==> src/rtl/tdm_chsel_pkg.sv <==
package tdm_chsel_pkg;
  typedef enum logic [1:0] {
    SEL_OFF    = 2'b00,
    SEL_TXONLY = 2'b01,
    SEL_MASKED = 2'b10,
    SEL_SYMM   = 2'b11
  } sel_mode_e;
endpackage

==> src/rtl/tdm_slot_counter.sv <==
module tdm_slot_counter #(
  parameter int NCH = 128,
  localparam int CW = $clog2(NCH)
) (
  input  logic          clk,
  input  logic          rst_n,
  input  logic          frame_sync,
  input  logic          slot_strobe,
  output logic          slot_go,
  output logic [CW-1:0] slot_chan
);
  logic [CW-1:0] cnt;
  logic          idle;

  assign slot_go   = slot_strobe && (frame_sync || !idle);
  assign slot_chan = frame_sync ? '0 : cnt;

  always_ff @(posedge clk or negedge rst_n) begin
    if (!rst_n) begin
      cnt  <= '0;
      idle <= 1'b1;
    end else if (frame_sync) begin
      idle <= 1'b0;
      cnt  <= slot_strobe ? CW'(1) : '0;
    end else if (slot_strobe && !idle) begin
      if (cnt == CW'(NCH-1)) idle <= 1'b1;
      cnt <= cnt + 1'b1;
    end
  end

  p_chan_step_r7: assert property (@(posedge clk) disable iff (!rst_n)
    slot_strobe && !frame_sync && !idle && cnt != CW'(NCH-1) |=> cnt == $past(cnt) + 1'b1);

  p_sync_strobe_r8: assert property (@(posedge clk) disable iff (!rst_n)
    frame_sync && slot_strobe |=> cnt == CW'(1) && !idle);
endmodule

==> src/rtl/tdm_cfg_latch.sv <==
module tdm_cfg_latch
  import tdm_chsel_pkg::*;
#(
  parameter int NCH = 128,
  parameter int PW  = 2
) (
  input  logic            clk,
  input  logic            rst_n,
  input  logic            load,
  input  sel_mode_e       mode_i,
  input  logic            wide_i,
  input  logic [PW-1:0]   txp_i,
  input  logic [PW-1:0]   rxp_i,
  input  logic [NCH-1:0]  tx_i,
  input  logic [NCH-1:0]  rx_i,
  output sel_mode_e       mode_o,
  output logic            wide_o,
  output logic [PW-1:0]   txp_o,
  output logic [PW-1:0]   rxp_o,
  output logic [NCH-1:0]  tx_o,
  output logic [NCH-1:0]  rx_o
);
  sel_mode_e      mode_q;
  logic           wide_q;
  logic [PW-1:0]  txp_q, rxp_q;
  logic [NCH-1:0] tx_q, rx_q;

  always_ff @(posedge clk or negedge rst_n) begin
    if (!rst_n) begin
      mode_q <= SEL_OFF;
      wide_q <= 1'b0;
      txp_q  <= '0;
      rxp_q  <= '0;
      tx_q   <= '0;
      rx_q   <= '0;
    end else if (load) begin
      mode_q <= mode_i;
      wide_q <= wide_i;
      txp_q  <= txp_i;
      rxp_q  <= rxp_i;
      tx_q   <= tx_i;
      rx_q   <= rx_i;
    end
  end

  // the frame-start slot sees the settings presented with the sync
  assign mode_o = load ? mode_i : mode_q;
  assign wide_o = load ? wide_i : wide_q;
  assign txp_o  = load ? txp_i  : txp_q;
  assign rxp_o  = load ? rxp_i  : rxp_q;
  assign tx_o   = load ? tx_i   : tx_q;
  assign rx_o   = load ? rx_i   : rx_q;

  p_hold_cfg_r9: assert property (@(posedge clk) disable iff (!rst_n)
    !load |=> $stable(mode_q) && $stable(tx_q) && $stable(rx_q) && $stable(wide_q));
endmodule

==> src/rtl/tdm_bit_lookup.sv <==
module tdm_bit_lookup #(
  parameter int NCH = 128,
  parameter int BLK = 16,
  localparam int CW = $clog2(NCH),
  localparam int BW = $clog2(BLK),
  localparam int PW = CW - BW - 1
) (
  input  logic [NCH-1:0] bits,
  input  logic [CW-1:0]  chan,
  input  logic           wide,
  input  logic [PW-1:0]  pair,
  output logic           hit
);
  logic [CW-BW-1:0] blk;
  logic [CW-1:0]    idx;

  always_comb begin
    blk = chan[CW-1:BW];
    idx = '0;
    hit = 1'b0;
    if (wide) begin
      hit = bits[chan];
    end else if (blk == {pair, 1'b0}) begin
      idx = {{(CW-BW){1'b0}}, chan[BW-1:0]};
      hit = bits[idx];
    end else if (blk == {pair, 1'b1}) begin
      idx = CW'(BLK) + {{(CW-BW){1'b0}}, chan[BW-1:0]};
      hit = bits[idx];
    end
  end
endmodule

==> src/rtl/tdm_tx_chsel.sv <==
module tdm_tx_chsel
  import tdm_chsel_pkg::*;
#(
  parameter int NCH = 128,
  parameter int BLK = 16,
  localparam int CW = $clog2(NCH),
  localparam int PW = $clog2(NCH / BLK) - 1
) (
  input  logic           clk,
  input  logic           rst_n,
  input  logic           frame_sync,
  input  logic           slot_strobe,
  input  logic [1:0]     sel_mode,
  input  logic           wide_sel,
  input  logic [PW-1:0]  tx_pair,
  input  logic [PW-1:0]  rx_pair,
  input  logic [NCH-1:0] tx_en_bits,
  input  logic [NCH-1:0] rx_en_bits,
  output logic           res_valid,
  output logic [CW-1:0]  res_chan,
  output logic           res_enabled,
  output logic           res_masked
);
  logic          slot_go;
  logic [CW-1:0] slot_chan;
  sel_mode_e     eff_mode;
  logic          eff_wide;
  logic [PW-1:0] eff_txp, eff_rxp, tx_lookup_pair;
  logic [NCH-1:0] eff_tx, eff_rx;
  logic          tx_hit, rx_hit, en_d, mask_d;

  tdm_slot_counter #(.NCH(NCH)) u_cnt (
    .clk(clk), .rst_n(rst_n), .frame_sync(frame_sync), .slot_strobe(slot_strobe),
    .slot_go(slot_go), .slot_chan(slot_chan)
  );

  tdm_cfg_latch #(.NCH(NCH), .PW(PW)) u_cfg (
    .clk(clk), .rst_n(rst_n), .load(frame_sync),
    .mode_i(sel_mode_e'(sel_mode)), .wide_i(wide_sel), .txp_i(tx_pair), .rxp_i(rx_pair),
    .tx_i(tx_en_bits), .rx_i(rx_en_bits),
    .mode_o(eff_mode), .wide_o(eff_wide), .txp_o(eff_txp), .rxp_o(eff_rxp),
    .tx_o(eff_tx), .rx_o(eff_rx)
  );

  // symmetric mode places the transmit bits with the receive pointer
  assign tx_lookup_pair = (eff_mode == SEL_SYMM) ? eff_rxp : eff_txp;

  tdm_bit_lookup #(.NCH(NCH), .BLK(BLK)) u_txl (
    .bits(eff_tx), .chan(slot_chan), .wide(eff_wide), .pair(tx_lookup_pair), .hit(tx_hit)
  );
  tdm_bit_lookup #(.NCH(NCH), .BLK(BLK)) u_rxl (
    .bits(eff_rx), .chan(slot_chan), .wide(eff_wide), .pair(eff_rxp), .hit(rx_hit)
  );

  always_comb begin
    unique case (eff_mode)
      SEL_OFF:    begin en_d = 1'b1;   mask_d = 1'b0;            end
      SEL_TXONLY: begin en_d = tx_hit; mask_d = 1'b0;            end
      SEL_MASKED: begin en_d = 1'b1;   mask_d = !tx_hit;         end
      default:    begin en_d = rx_hit; mask_d = rx_hit && !tx_hit; end
    endcase
  end

  always_ff @(posedge clk or negedge rst_n) begin
    if (!rst_n) begin
      res_valid   <= 1'b0;
      res_chan    <= '0;
      res_enabled <= 1'b0;
      res_masked  <= 1'b0;
    end else begin
      res_valid <= slot_go;
      if (slot_go) begin
        res_chan    <= slot_chan;
        res_enabled <= en_d;
        res_masked  <= mask_d;
      end
    end
  end

  p_disabled_clear_r10: assert property (@(posedge clk) disable iff (!rst_n)
    res_valid && !res_enabled |-> !res_masked);

  p_no_strobe_no_result_r11: assert property (@(posedge clk) disable iff (!rst_n)
    !slot_strobe |=> !res_valid);

  p_mode_off_r1: assert property (@(posedge clk) disable iff (!rst_n)
    slot_go && eff_mode == SEL_OFF |=> res_enabled && !res_masked);

  p_sync_chan0_r8: assert property (@(posedge clk) disable iff (!rst_n)
    frame_sync && slot_strobe |=> res_valid && res_chan == '0);
endmodule

==> config.mk <==
export PLATFORM = sky130hd
export DESIGN_NAME = tdm_tx_chsel
export DESIGN_NICKNAME = d
export VERILOG_FILES = /design/src/rtl/tdm_chsel_pkg.sv /design/src/rtl/tdm_slot_counter.sv /design/src/rtl/tdm_cfg_latch.sv /design/src/rtl/tdm_bit_lookup.sv /design/src/rtl/tdm_tx_chsel.sv
export SDC_FILE = /design/constraint.sdc
export NUM_CORES = 1
export LEC_CHECK = 0
export BUFFER_PORTS_ARGS = -buffer_cell sky130_fd_sc_hd__buf_2
export CORE_MARGIN = 3
export CORE_UTILIZATION = 45
export DETAILED_ROUTE_END_ITERATION = 10
export GPL_TIMING_DRIVEN = 0
export PLACE_DENSITY = 0.73
export SYNTH_ARGS = -nofsm -noshare
export SYNTH_HDL_FRONTEND = slang
export SYNTH_SLANG_ARGS = --single-unit
==> constraint.sdc <==
create_clock -name clk -period 5.1 [get_ports clk]
set_input_delay 1.02 -clock clk [delete_from_list [all_inputs] [get_ports clk]]
set_output_delay 1.02 -clock clk [all_outputs]
set_load 0.01 [all_outputs]
# Word level (Yosys, flattened, before mapping)

Cells that the tools add are included.

Register bits after elaboration: 281
Output and inout bits: 10
Word-level logic and storage cells: 71

Add/sub/neg operators: 2
Order comparisons: 3
Eq/ne operators: 8
Mux-type cells: 34
Reduce and logical (&&, ||, !) cells: 12

Operators by type and width:

| operator            | count |
|---|---|
| $mux 128            | 2 |
| $bmux 1 s7          | 4 |
| $mux 7              | 3 |
| $mux 1              | 17 |
| $lt 7x8->1 const B  | 2 |
| $eq 3x3->1          | 4 |
| $bmux 1 s4          | 2 |
| $lt 4x8->1 const B  | 1 |
| $mux 2              | 4 |
| $add 7x1->7 const B | 1 |
| $eq 7x7->1 const B  | 1 |
| $add 5x4->6 const A | 1 |
| $eq 2x2->1 const B  | 2 |
| $pmux 1 s2          | 2 |
| $reduce_bool 2->1   | 2 |
| $reduce_or 2->1     | 2 |
| $logic_and 1x1->1   | 3 |
| $eq 2x1->1 const B  | 1 |
| $logic_not 1->1     | 2 |
| $logic_not 2->1     | 1 |
| $reduce_and 2->1    | 1 |
| $logic_or 1x1->1    | 1 |

# Logic depth before layout (Yosys ltp)

Word-level depth: 10
Mapped depth: 13

# Cells and area by module

From an unflattened synthesis, not the netlist that was laid out.

Cells, all modules: 880
Area total of the unflattened synthesis: 13430.4 sq um

By module, submodules not included:

| module           | instances | cells each | area each (sq um) | sequential area each (sq um) |
|---|---|---|---|---|
| tdm_cfg_latch    | 1         | 555        | 10028.4           | 6581.3 |
| tdm_bit_lookup   | 2         | 127        | 1255.0            | 0.0 |
| tdm_tx_chsel     | 1         | 28         | 450.4             | 250.2 |
| tdm_slot_counter | 1         | 43         | 441.7             | 201.4 |

# Worst setup path after synthesis

No wires, ideal clock.

Path kind: input to register
Start point: in frame_sync
End point: reg res_masked
Setup time: 0.122 ns
Data arrival time: 2.649 ns
Data required time: 4.978 ns
Slack: 2.329 ns
Stages: 10
Path buffers: 2
Path through: buf_6 -> buf_12 -> mux2i_4 -> nor2_2 -> mux2_2 -> xnor2_1 -> a31oi_1 -> o21ai_1 -> nand3_2 -> a32o_1

Cells in the longest elaborated chain, start to end: 10
Elaborated cells between the ends (all ways): 41
Those cells by class: add/sub: 1; eq/ne: 7; mux: 27; reduce/logical: 6

RTL lines:

| item                                                       | line                                       | RTL |
|---|---|---|
| start, declared                                            | tdm_tx_chsel.sv:11                         | `input logic frame_sync,` |
| $mux 7 or $mux 2 (tied branches)                           | -                                          |  |
| $add 5x4->6 or $eq 2x2->1 (tied branches)                  | tdm_bit_lookup.sv:27, tdm_tx_chsel.sv:46   |  |
| $bmux 1 s7 or $mux 2 (tied branches)                       | tdm_bit_lookup.sv:28, tdm_tx_chsel.sv:46   |  |
| $mux 1 (not written as such) or $eq 3x3->1 (tied branches) | tdm_bit_lookup.sv:28, tdm_bit_lookup.sv:26 |  |
| $mux 1                                                     | tdm_bit_lookup.sv:26                       | `end else if (blk == {pair, 1'b1}) begin` |
| $mux 1                                                     | tdm_bit_lookup.sv:23                       | `end else if (blk == {pair, 1'b0}) begin` |
| $mux 1                                                     | tdm_bit_lookup.sv:21                       | `if (wide) begin` |
| $logic_not 1->1                                            | tdm_tx_chsel.sv:59, tdm_tx_chsel.sv:60     |  |
| $logic_and 1x1->1                                          | tdm_tx_chsel.sv:60                         | `default: begin en_d = rx_hit; mask_d = rx_hit && !tx_hit; end` |
| $pmux 1 s2                                                 | tdm_tx_chsel.sv:56                         | `unique case (eff_mode)` |
| end signal, assigned                                       | tdm_tx_chsel.sv:75                         | `res_masked <= mask_d;` |
| end, declared                                              | tdm_tx_chsel.sv:22                         | `output logic res_masked` |

Parallel ways exist; a longest one is shown, timed or not. The select of a mux whose other input is x is not followed.
A chain may end at the register's enable or synchronous reset.

# Worst setup path in the final report

Start point: in frame_sync
End point: reg u_cfg.tx_q[125]

Cells in the longest elaborated chain, start to end: 1

RTL lines:

| item                  | line                | RTL |
|---|---|---|
| $mux 128              | -                   |  |
| named net eff_tx[125] | tdm_tx_chsel.sv:29  | `logic [NCH-1:0] eff_tx, eff_rx;` |
| end signal, assigned  | tdm_cfg_latch.sv:41 | `tx_q <= tx_i;` |
| end, declared         | tdm_cfg_latch.sv:26 | `logic [NCH-1:0] tx_q, rx_q;` |

The timed path passes the listed nets, and every way through them passes these cells.

==> summary.md <==
| Metric | Value |
|---|---|
| Status | `finished clean` |
| Final ANT Viol Nets | `0` |
| Postcts setup bufs | `0` |
| Synthesized cell area | `13430 µm²` |
| Commonest register cell after synthesis | `dfrtp_1` |
| DRT Pass-1 Iters | `4` |
| Post-detail-place hpwl | `29740 µm` |
| Clock Latency Late Sink | `0.56 ns` |
| Post-synth net total | `1262` |
| Worst slew margin | `0.4768` |
| Yosys top cell area share | `0.5217` |
| CTS tree | `built` |
| First-pass GRT wire length | `between 50000 and 60000 µm` |
| 1st-iter DRT viols | `between 600 and 700` |
| Vias/cell | `5.610` |
| Port bufs | `276` |
| Post-synth EDFFs | `0` |
| Reg2reg path depth | `8` |
| Worst-path clk slew | `approximately 0.06 ns` |
| Cell count after synthesis | `994` |
| Synth cell count leaders | `280 x dfrtp_1, 254 x mux2_2, 61 x mux2i_1` |
| Largest net degree at the start of global routing | `116` |
| Final net count | `1573` |
| CP Capture Type | `flop` |
| Vias in the first global route | `10101` |
| Total gr overflow | `0` |
| Synth Warn # | `0` |
| Crit share post-route | `0.6427` |
| Number of synthesized register bits | `around 280` |
| Routed wire length | `a little over 40000 µm` |
| PD cells | `roughly 360 nW/µm²` |
| Die width | `178.8 µm` |
| Top cells by area, synth | `dfrtp_1 52%, mux2_2 21%, mux2i_1 4.5%` |
| Die area | `about 32000 µm²` |
| Tmin final | `3.278 ns` |
| Critical Path RT | `5.53 ns` |
| VDD IR max | `0.2820 mV` |
| Fin util | `0.5665` |
| Synth async-reset ratio | `1.000` |
| Layout cells sized above 1 | `0.5184` |
| Initial antenna violation count | `13` |
| Sequential fraction of the synthesis area | `0.5237` |
| Yosys top cell by area | `dfrtp_1` |
| HP Class | `input pin to asynchronous set/reset pin` |
| Total I/O pin count | `approximately 280` |
| Area of the core | `slightly below 30000 µm²` |
| Leak | `approximately 7.4 nW` |
| Drt drc | `0` |
| Max Fclk | `0.3051 GHz` |
| Worst setup path class | `input pin to flop` |
| Critical Path Fanout Max | `10` |
| Die H | `178.8 µm` |
| CTS max path bufs | `3` |
| Synth unique cells | `74` |
| CTS Sinks | `281` |
| Final hold vios | `0` |
| Initial Util | `0.4617` |
| # fillers | `around 2500` |
| Hold_buf cts | `0` |
| Total GRT Usage | `0.2493` |
| WL/cell | `23.40 µm` |
| CTS Buf Count | `31` |
| Startpoint Class | `input pin` |
| Row count | `62` |
| Routed vias | `about 9600` |
| Setup_tns | `0 ns` |
| Unrepaired setup endpoints after global routing | `false` |
| Final clock skew | `0.01647 ns` |
| RD Place Congestion | `0.9107` |
| Area Overhead vs Synth | `22.70%` |
| Worst Max-Slew Pin Slew | `between 0.7 and 0.8 ns` |
| Final Max Slew Viols | `0` |
| Clock Tree Root | `clkbuf_16` |
| Final Setup Violations | `0` |
| Avg Inst Size Synth | `~14 µm²` |
| H-tree levels | `1` |
| Count leader, synth | `dfrtp_1` |
| Worst path arrival time | `around 3.7 ns` |
| Max_cap viols | `0` |
| PostCTS Resize Cnt | `0` |
==> power breakdown <==
group | switching, mW | internal (mW)
registers | 0.110 | 2.44
clock network | 0.912 | 1.49
logic | 0.431 | 0.460
==> final cells by class <==
class	instances	area, µm²	share of cell area
Timing Repair Buffer	278	1446	0.08777
Clock buffer	45	918.4	0.05573
Tap cell	384	480.5	0.02915
Buffer	73	505.5	0.03067
Sequential cell	281	7033	0.4268
Multi-Input combinational cell	620	5817	0.3530
Clock inverter	12	191.4	0.01162
Antenna cell	5	12.51	0.0007592
Inverter	20	75.07	0.004555
==> registers in the layout, indices dropped and copies added, names as in the netlist, 2 cells and up <==
signal        flops
u_cfg.rx_q      128
u_cfg.tx_q      128
res_chan          7
u_cnt.cnt         7
u_cfg.mode_q      2
u_cfg.rxp_q       2
u_cfg.txp_q       2
==> worst max-delay path, cell delays in order <==
cell and delay (ns):
buf_2 0.13, buf_6 0.16, buf_6 0.18, buf_4 0.23
buf_4 0.25, buf_2 0.28, clkbuf_1 0.62, buf_2 0.44
mux2_2 0.38
==> kinds of logic after synthesis <==
family / Yosys count / synth area share
AOI/OAI and AO/OA: 145 / 0.07518
xor gates and xnor gates: 8 / 0.005217
adders and majority gates: 1 / 0.0009315
buffers and inverters: 93 / 0.04323
DFF: 281 / 0.5237
muxes: 349 / 0.3064
and+or+nand+nor: 117 / 0.04537
==> worst paths after layout <==
check,start,to,slack (ns)
hold / removal,rst_n,u_cfg.tx_q[30],0.40
setup / recovery,frame_sync,u_cfg.tx_q[125],1.82
hold reg to reg,u_cfg.rx_q[8],u_cfg.rx_q[8],0.48
setup reg to reg,u_cnt.cnt[1],res_enabled,2.04
min in group clk,u_cfg.rx_q[8],u_cfg.rx_q[8],0.48
max in group asynchronous,rst_n,u_cfg.rx_q[14],3.72
==> through the flow <==
stage                     hold slack (ns)  cell area, µm²  std cells  power, mW  setup WS (ns)
after floorplan                    0.4471           13430        994      3.113          2.329
after global placement             0.4613           15290       1654      3.450         -2.218
after detailed placement           0.4678           15360       1656      3.486          1.293
after CTS                          0.4139           16470       1713      5.893          1.862
after global routing               0.4286           16480       1718      6.088          1.800
final                              0.4047           16480       1718      5.851          1.822
==> placed cells by master, fill, tap and decap left out, drive strengths merged, types with 4 or more instances in the layout <==
cell and instances:
nand3 6, nand2 30, mux4 20, nor3 9
a31oi 6, clkbuf 55, nand2b 6, o22ai 23
bufinv 5, dfrtp 280, buf 341, nor2 33
o21a 5, a21oi 8, diode 5, o211ai 5
a22oi 5, nor2b 12, inv 20, a22o 5
o221ai 5, nor4 5, a221oi 4, a211oi 9
o21ai 42, clkinv 6, mux2 266, mux2i 63
xor2 5
==> metal layers <==
| layer | global-route usage | vias to the layer above | wire length, µm |
|---|---|---|---|
| met5 | 0 | - | 100 |
| met4 | 0.06688 | 16 | 977 |
| met3 | 0.06480 | 77 | 3366 |
| met2 | 0.4061 | 405 | 19090 |
| met1 | 0.3325 | 4848 | 16680 |
| li1 | - | 4292 | - |
Note: power is estimated with default switching activity, not from simulation.
